**src/rtl/dl_regfile_pkg.sv**
```systemverilog
package dl_regfile_pkg;
  parameter int unsigned DEF_NUM_REGS = 32;
  parameter int unsigned DEF_DATA_W   = 32;
  localparam int unsigned DEF_IDX_W   = $clog2(DEF_NUM_REGS);
endpackage

```
**src/rtl/rf_pend_slot.sv**
```systemverilog
module rf_pend_slot #(
  parameter int unsigned IDX_W  = 5,
  parameter int unsigned DATA_W = 32
) (
  input  logic              clk_i,
  input  logic              rst_ni,
  input  logic              step_i,
  input  logic              post_valid_i,
  input  logic [IDX_W-1:0]  post_idx_i,
  input  logic [DATA_W-1:0] post_data_i,
  output logic [IDX_W-1:0]  pend_idx_o,
  output logic [DATA_W-1:0] pend_data_o
);
  logic [IDX_W-1:0]  idx_q;
  logic [DATA_W-1:0] data_q;

  // slot is consumed by every step; refilled only by a post in that step
  always_ff @(posedge clk_i or negedge rst_ni) begin
    if (!rst_ni) begin
      idx_q  <= '0;
      data_q <= '0;
    end else if (step_i) begin
      idx_q  <= post_valid_i ? post_idx_i  : '0;
      data_q <= post_valid_i ? post_data_i : '0;
    end
  end

  assign pend_idx_o  = idx_q;
  assign pend_data_o = data_q;

  assert_slot_cleared_R4: assert property (@(posedge clk_i) disable iff (!rst_ni)
    (step_i && !post_valid_i) |=> (pend_idx_o == '0 && pend_data_o == '0));

  assert_slot_hold_R7: assert property (@(posedge clk_i) disable iff (!rst_ni)
    !step_i |=> ($stable(pend_idx_o) && $stable(pend_data_o)));
endmodule

```
**src/rtl/rf_merge.sv**
```systemverilog
module rf_merge #(
  parameter int unsigned NUM_REGS = 32,
  parameter int unsigned DATA_W   = 32,
  parameter int unsigned IDX_W    = 5
) (
  input  logic [NUM_REGS-1:0][DATA_W-1:0] cur_i,
  input  logic [IDX_W-1:0]                commit_idx_i,
  input  logic [DATA_W-1:0]               commit_data_i,
  input  logic                            alu_we_i,
  input  logic [IDX_W-1:0]                alu_idx_i,
  input  logic [DATA_W-1:0]               alu_data_i,
  output logic [NUM_REGS-1:0][DATA_W-1:0] nxt_o
);
  for (genvar g = 0; g < NUM_REGS; g++) begin : g_ent
    if (g == 0) begin : g_zero
      assign nxt_o[g] = '0;
    end else begin : g_reg
      // commit first, ALU write second: later write wins
      always_comb begin
        nxt_o[g] = cur_i[g];
        if (commit_idx_i == IDX_W'(g)) nxt_o[g] = commit_data_i;
        if (alu_we_i && alu_idx_i == IDX_W'(g)) nxt_o[g] = alu_data_i;
      end
    end
  end
endmodule

```
**src/rtl/rf_bank.sv**
```systemverilog
module rf_bank #(
  parameter int unsigned NUM_REGS = 32,
  parameter int unsigned DATA_W   = 32
) (
  input  logic                            clk_i,
  input  logic                            rst_ni,
  input  logic                            load_i,
  input  logic [NUM_REGS-1:0][DATA_W-1:0] d_i,
  output logic [NUM_REGS-1:0][DATA_W-1:0] q_o
);
  always_ff @(posedge clk_i or negedge rst_ni) begin
    if (!rst_ni)     q_o <= '0;
    else if (load_i) q_o <= d_i;
  end
endmodule

```
**src/rtl/rf_read_port.sv**
```systemverilog
module rf_read_port #(
  parameter int unsigned NUM_REGS = 32,
  parameter int unsigned DATA_W   = 32,
  parameter int unsigned IDX_W    = 5
) (
  input  logic [NUM_REGS-1:0][DATA_W-1:0] bank_i,
  input  logic [IDX_W-1:0]                idx_i,
  output logic [DATA_W-1:0]               data_o
);
  always_comb begin
    data_o = '0;
    if (idx_i != '0 && 32'(idx_i) < NUM_REGS) data_o = bank_i[idx_i];
  end
endmodule

```
**src/rtl/dl_regfile.sv**
```systemverilog
module dl_regfile
  import dl_regfile_pkg::*;
#(
  parameter int unsigned NUM_REGS = DEF_NUM_REGS,
  parameter int unsigned DATA_W   = DEF_DATA_W,
  localparam int unsigned IDX_W   = $clog2(NUM_REGS)
) (
  input  logic              clk_i,
  input  logic              rst_ni,
  input  logic              step_i,
  input  logic [IDX_W-1:0]  rd_a_idx_i,
  output logic [DATA_W-1:0] rd_a_data_o,
  input  logic [IDX_W-1:0]  rd_b_idx_i,
  output logic [DATA_W-1:0] rd_b_data_o,
  input  logic              alu_we_i,
  input  logic [IDX_W-1:0]  alu_idx_i,
  input  logic [DATA_W-1:0] alu_data_i,
  input  logic              post_valid_i,
  input  logic [IDX_W-1:0]  post_idx_i,
  input  logic [DATA_W-1:0] post_data_i
);
  logic [NUM_REGS-1:0][DATA_W-1:0] out_q, in_q, merged;
  logic [IDX_W-1:0]                pend_idx;
  logic [DATA_W-1:0]               pend_data;

  rf_pend_slot #(.IDX_W(IDX_W), .DATA_W(DATA_W)) u_slot (
    .clk_i, .rst_ni, .step_i, .post_valid_i, .post_idx_i, .post_data_i,
    .pend_idx_o(pend_idx), .pend_data_o(pend_data)
  );

  rf_merge #(.NUM_REGS(NUM_REGS), .DATA_W(DATA_W), .IDX_W(IDX_W)) u_merge (
    .cur_i(out_q), .commit_idx_i(pend_idx), .commit_data_i(pend_data),
    .alu_we_i, .alu_idx_i, .alu_data_i, .nxt_o(merged)
  );

  rf_bank #(.NUM_REGS(NUM_REGS), .DATA_W(DATA_W)) u_out_bank (
    .clk_i, .rst_ni, .load_i(step_i), .d_i(merged), .q_o(out_q)
  );

  // end-of-step copy: input bank takes the updated output bank
  rf_bank #(.NUM_REGS(NUM_REGS), .DATA_W(DATA_W)) u_in_bank (
    .clk_i, .rst_ni, .load_i(step_i), .d_i(merged), .q_o(in_q)
  );

  rf_read_port #(.NUM_REGS(NUM_REGS), .DATA_W(DATA_W), .IDX_W(IDX_W)) u_rd_a (
    .bank_i(in_q), .idx_i(rd_a_idx_i), .data_o(rd_a_data_o)
  );

  rf_read_port #(.NUM_REGS(NUM_REGS), .DATA_W(DATA_W), .IDX_W(IDX_W)) u_rd_b (
    .bank_i(in_q), .idx_i(rd_b_idx_i), .data_o(rd_b_data_o)
  );

  assert_banks_match_R2: assert property (@(posedge clk_i) disable iff (!rst_ni)
    step_i |=> (in_q == out_q));

  assert_idle_stable_R7: assert property (@(posedge clk_i) disable iff (!rst_ni)
    !step_i |=> ($stable(in_q) && $stable(out_q)));

  assert_alu_lands_R6: assert property (@(posedge clk_i) disable iff (!rst_ni)
    (step_i && alu_we_i && alu_idx_i != '0)
      |=> in_q[$past(alu_idx_i)] == $past(alu_data_i));

  assert_commit_lands_R3: assert property (@(posedge clk_i) disable iff (!rst_ni)
    (step_i && pend_idx != '0 && !(alu_we_i && alu_idx_i == pend_idx))
      |=> in_q[$past(pend_idx)] == $past(pend_data));
endmodule

```
**config.mk**
```make
export PLATFORM = sky130hd
export DESIGN_NAME = dl_regfile
export DESIGN_NICKNAME = d
export VERILOG_FILES = /design/src/rtl/dl_regfile_pkg.sv /design/src/rtl/rf_pend_slot.sv /design/src/rtl/rf_merge.sv /design/src/rtl/rf_bank.sv /design/src/rtl/rf_read_port.sv /design/src/rtl/dl_regfile.sv
export SDC_FILE = /design/constraint.sdc
export NUM_CORES = 2
export LEC_CHECK = 0
export BUFFER_PORTS_ARGS = -buffer_cell sky130_fd_sc_hd__buf_2
export CORE_ASPECT_RATIO = 1.1
export CORE_UTILIZATION = 42
export CTS_CLUSTER_SIZE = 25
export DETAILED_ROUTE_END_ITERATION = 7
export SLEW_MARGIN = 0
export SYNTH_ARGS = -nofsm -noshare
export SYNTH_HDL_FRONTEND = slang
export SYNTH_SLANG_ARGS = --single-unit
```
**constraint.sdc**
```tcl
create_clock -name clk_i -period 3.3 [get_ports clk_i]
set_input_delay 0.33 -clock clk_i [delete_from_list [all_inputs] [get_ports clk_i]]
set_output_delay 0.33 -clock clk_i [all_outputs]
set_load 0.05 [all_outputs]
```
# Yosys cells after proc, flatten, opt, wreduce, memory -nomap -nowiden
# Index checks and enable logic that the tools add are counted.
# word_totals
output_inout_bits	64
regBits	1029
in_bits	89
wordCells	262
# classes
n_mux	70
reduce_logical	95
n_eq_ne	62
order_cmp	2
# ops
operator	count
$mux W32	67
$bmux W32 S5	2
$eq A5 B5 Y1 const B	32
$eq A5 B4 Y1 const B	16
$reduce_and A2 Y1	31
$reduce_bool A2 Y1	31
$eq A5 B3 Y1 const B	8
$logic_and A1 B1 Y1	31
$eq A5 B2 Y1 const B	4
$lt A5 B6 Y1 const B	2
$eq A5 B1 Y1 const B	2
$reduce_bool A5 Y1	2
$mux W5	1

# Longest topological paths before layout
# logic_depth
word_depth	4
depth_mapped	10
mapped_depth_nobuf	5

# By module
# A second synthesis with hierarchy kept.
# unflattened
hier_cells	10899
area_unflattened_um2	122561.3
# by_module_without_submodules
module	cells_each	instances	seq_area_each_um2	area_per_inst_um2
rf_bank	2162	2	25624.6	39334.0
rf_merge	5087	1	0.0	25344.3
rf_read_port	664	2	0.0	8368.0
rf_pend_slot	160	1	925.9	1813.0

# Worst setup path after synthesis
# OpenSTA, ideal clock, no wires.
# synth_timing
path_type	input port to output port
from	in rd_a_idx_i[0]
to	out rd_a_data_o[28]
arrival_ns	2.824
t_required_ns	2.970
path_stages	10
path_buffers	5
slack_ns	0.146
path_cell_list	buf_2 -> buf_6 -> buf_6 -> buf_4 -> buf_4 -> a21o_1 -> a21oi_1 -> a2111oi_0 -> a31oi_1 -> o21ai_0
# synth_via
elab_chain_len	3
elab_cells_between_ends	4
classes_between	mux (3); reduce/logical (1)
# synth_rtl
item	line	source
from (decl)	dl_regfile.sv:11	input logic [IDX_W-1:0] rd_a_idx_i,
$bmux W32 S5	rf_read_port.sv:12	if (idx_i != '0 && 32'(idx_i) < NUM_REGS) data_o = bank_i[idx_i];
$mux W32 (not written as such)	rf_read_port.sv:12	
$mux W32 *	rf_read_port.sv:12	
to (decl)	dl_regfile.sv:12	output logic [DATA_W-1:0] rd_a_data_o,
# Every way passes the cells marked *; elsewhere a longest branch is shown, timed or not. The select of a mux whose other input is x is not followed.

# Final worst setup path
# layout_timing
from	in rd_a_idx_i[0]
to	out rd_a_data_o[20]
# Same word-level chain as after synthesis.

==> results.yml <==
detailed_routing:
  wl_mm: 273
  vias: 55767
  viasPerCell: 6.52
  dr.pass1.iters: 8
  route.detailed.drc: 0
  antenna_left: 0
  post_drt_wl_per_cell_um: 31.9
  drt_iter0_markers: 7501
setup_path:
  cp_slowest_cell: "nor3_1"
  slowest_delay_ns: 0.60
  startpoint_type: "primary input"
  r2r_cells: 6
  crit_start: "rd_a_idx_i[0]"
  crit_fanout: 22
  cp.required_ns: 2.97
  reg2reg_from: "u_slot.pend_idx_o[1]"
  r2r-end: "u_in_bank.q_o[522]"
  worstPathArrival_ns: 2.87
  end_kind: "output port"
  cp-endpoint: "rd_a_data_o[20]"
  crit_path_cell_trace: "buf_8 -> buf_12 -> nor3_1 -> or3_2 -> buf_12 -> nor3_1 -> or3_1 -> buf_2"
  critPathKind: "in2out"
  r2r_setup_slack_ns: 0.82
sta:
  clock-skew-final_ns: 0.0285
  slew_viol_final: 0
  fin_ws_ns: 0.0977
  rsz0062_at_grt: "false"
  period_share_pct: 97.0
  tightest_slew_ns: 1.23
  slew_headroom_pct: 18.1
  setup_tns_ns: 0
  max_freq_mhz: 312
  period_minus_slack_ns: 3.20
  finalSetupViolations: 0
  timing.final.hold_violations: 0
synthesis:
  ys_seq_area_share_pct: 40.5
  synthCells: 6614
  synth_most_common_cell: "nand2_1"
  avgSynthCellArea_um2: 9.61
  synth_commonest_cells: "nand2_1, o21ai_0, dfrtp_1"
  async_reset_ff_share_pct: 100
  ys_ff_latch: 1029
  synthDistinctLibCells: 48
  yosysTopAreaCell: "dfrtp_1"
  synth_top_area_share_pct: 40.5
  ys.flop_type: "dfrtp_1"
  syn_area_um2: 63600
  yosys_warnings: 0
  synth_area_leaders: "dfrtp_1, mux2i_1, mux4_2"
  synth_fp_nets: 6703
  synth_edf_count: 0
cts:
  cts_made_buffers: 110
  root_buffer: "clkbuf_16"
  cts_setup_buffers: 0
  cts_buffer_depth: 3
  htree_levels: 3
  cts.sinks: 1029
  clkLatencyLatePin_ns: 0.75
  cts_tree: "yes"
  cts.reportedPaths.clkPinSlew_ns: 0.06
placement:
  hpwlAfterDp_mm: 156
  place_congestion: 0.891
  port_buffers: 152
  dp.cells: 8310
  pre_cts_slack_ns: 0.180
  place_area_um2: 68700
power:
  p_per_area_nw_per_um2: 535
  leakage_nw: 33.4
  ir_drop_mv: 0.560
global_route:
  grt_pass1_wl_mm: 392
  grt_pass1_vias: 53147
  grtUsageTotal_pct: 35.2
  grt_max_degree: 114
  overflow: 0
  grt_antenna_before_repair: 14
die:
  ios: 153
  start_util_pct: 42.3
  fp.coreArea_um2: 150000
  die-area_um2: 153000
  die_w_um: 373
  die_y_um: 410
  row_count: 149
min_path:
  whs_path_depth: 3
  hp-class: "in2reg"
finish:
  nets: 6575
  drive_above_1_share_pct: 17.8
  design_area_um2: 72800
  final_cell_count_no_fill: 8548
  area_growth_pct: 14.5
flow_run:
  max_cap_violations: 0
outcome:
  outcome: "complete, no violations"
[flip-flops by register name, summed over array words and instances (netlist names)]
| name | count |
|---|---|
| u_slot.pend_idx_o | 5 |
| u_slot.pend_data_o | 32 |
| u_in_bank.q_o | 992 |
[cells in the final DEF, fill, tap and decap left out, types with 11 or more instances in the layout]
cell type,n
or3_1,11
a22oi_1,35
mux4_2,381
nand4_1,11
o21ai_4,20
dfrtp_1,1029
clkinv_2,31
buf_4,215
nand3_1,75
nor2b_1,66
o211ai_1,31
mux2i_1,937
o221ai_1,11
clkinv_1,32
nor2_4,14
o21ai_0,1068
mux2_2,68
nor3_1,48
clkbuf_16,111
buf_12,140
clkbuf_8,21
bufinv_16,11
clkbuf_1,18
nand2_1,1193
a21oi_1,358
dlygate4sd3_1,27
o32a_1,11
a221oi_1,58
buf_2,90
nor2_1,333
[worst max-delay path: cells and delay by family]
| family | cells | cell delay [ns] |
|---|---|---|
| buffers and inverters | 4 | 1.06 |
| and+or+nand+nor | 4 | 1.39 |
[power by group]
| part | internal [mW] | leakage [nW] | switching (mW) |
|---|---|---|---|
| Clock | 7.50 | 1.85 | 5.73 |
| Sequential | 14.9 | 13.8 | 1.81 |
| Combinational | 4.11 | 17.8 | 4.92 |
| Total | 26.5 | 33.4 | 12.5 |
[kinds of logic after synthesis]
group,Yosys count,synth area share (%)
and+or+nand+nor,1814,11.6
buffers and inverters,759,4.74
DFF,1029,40.5
AOI/OAI and AO/OA,1626,13.7
muxes,1386,29.5
[cell type report]
class	count	area [µm²]
clock buffers	150	3130
multi-input cells	4826	35400
clock inverters	55	607
diodes	6	15.0
inverters	39	149
well taps	1963	2460
repair buffers	480	5250
fillers	13699	77300
flip-flops and latches	1029	25700
[worst min-delay path by stage]
stage / startpoint / end / slack, ns
floorplan: rst_ni / u_in_bank.q_o[1000] / 0.03
global placement: rst_ni / u_in_bank.q_o[823] / 0.31
detailed placement: rst_ni / u_in_bank.q_o[855] / 0.31
CTS: post_data_i[4] / u_slot.pend_data_o[4] / 0.009
global route: post_data_i[29] / u_slot.pend_data_o[29] / 0.04
finish: post_data_i[29] / u_slot.pend_data_o[29] / 0.06
[metal layers]
metal	global-route usage, %	share of wire [%]	wire, µm
met2	50.2	42	113000
met3	11.2	13	35600
met5	0	0.019	53
met1	47.3	39	106000
met4	19.9	6.5	17600
[what timing repair did]
item,4_1_cts,5_1_grt
hold buffers,27,0
setup endpoints to repair,1,0
resized for setup,1,0
hold endpoints to repair,85,0
[per-stage QoR]
step / power (mW) / utilization [%] / hold slack [ns]
6_report: 38.9 / 48.5 / 0.0597
5_1_grt: 40.5 / 48.5 / 0.0437
4_1_cts: 38.8 / 48.5 / 0.00902
3_5_place_dp: 25.7 / 45.8 / 0.309
3_3_place_gp: 25.4 / 45.8 / 0.314
2_1_floorplan: 22.3 / - / 0.0344
Power figures use the tool's default switching activity.
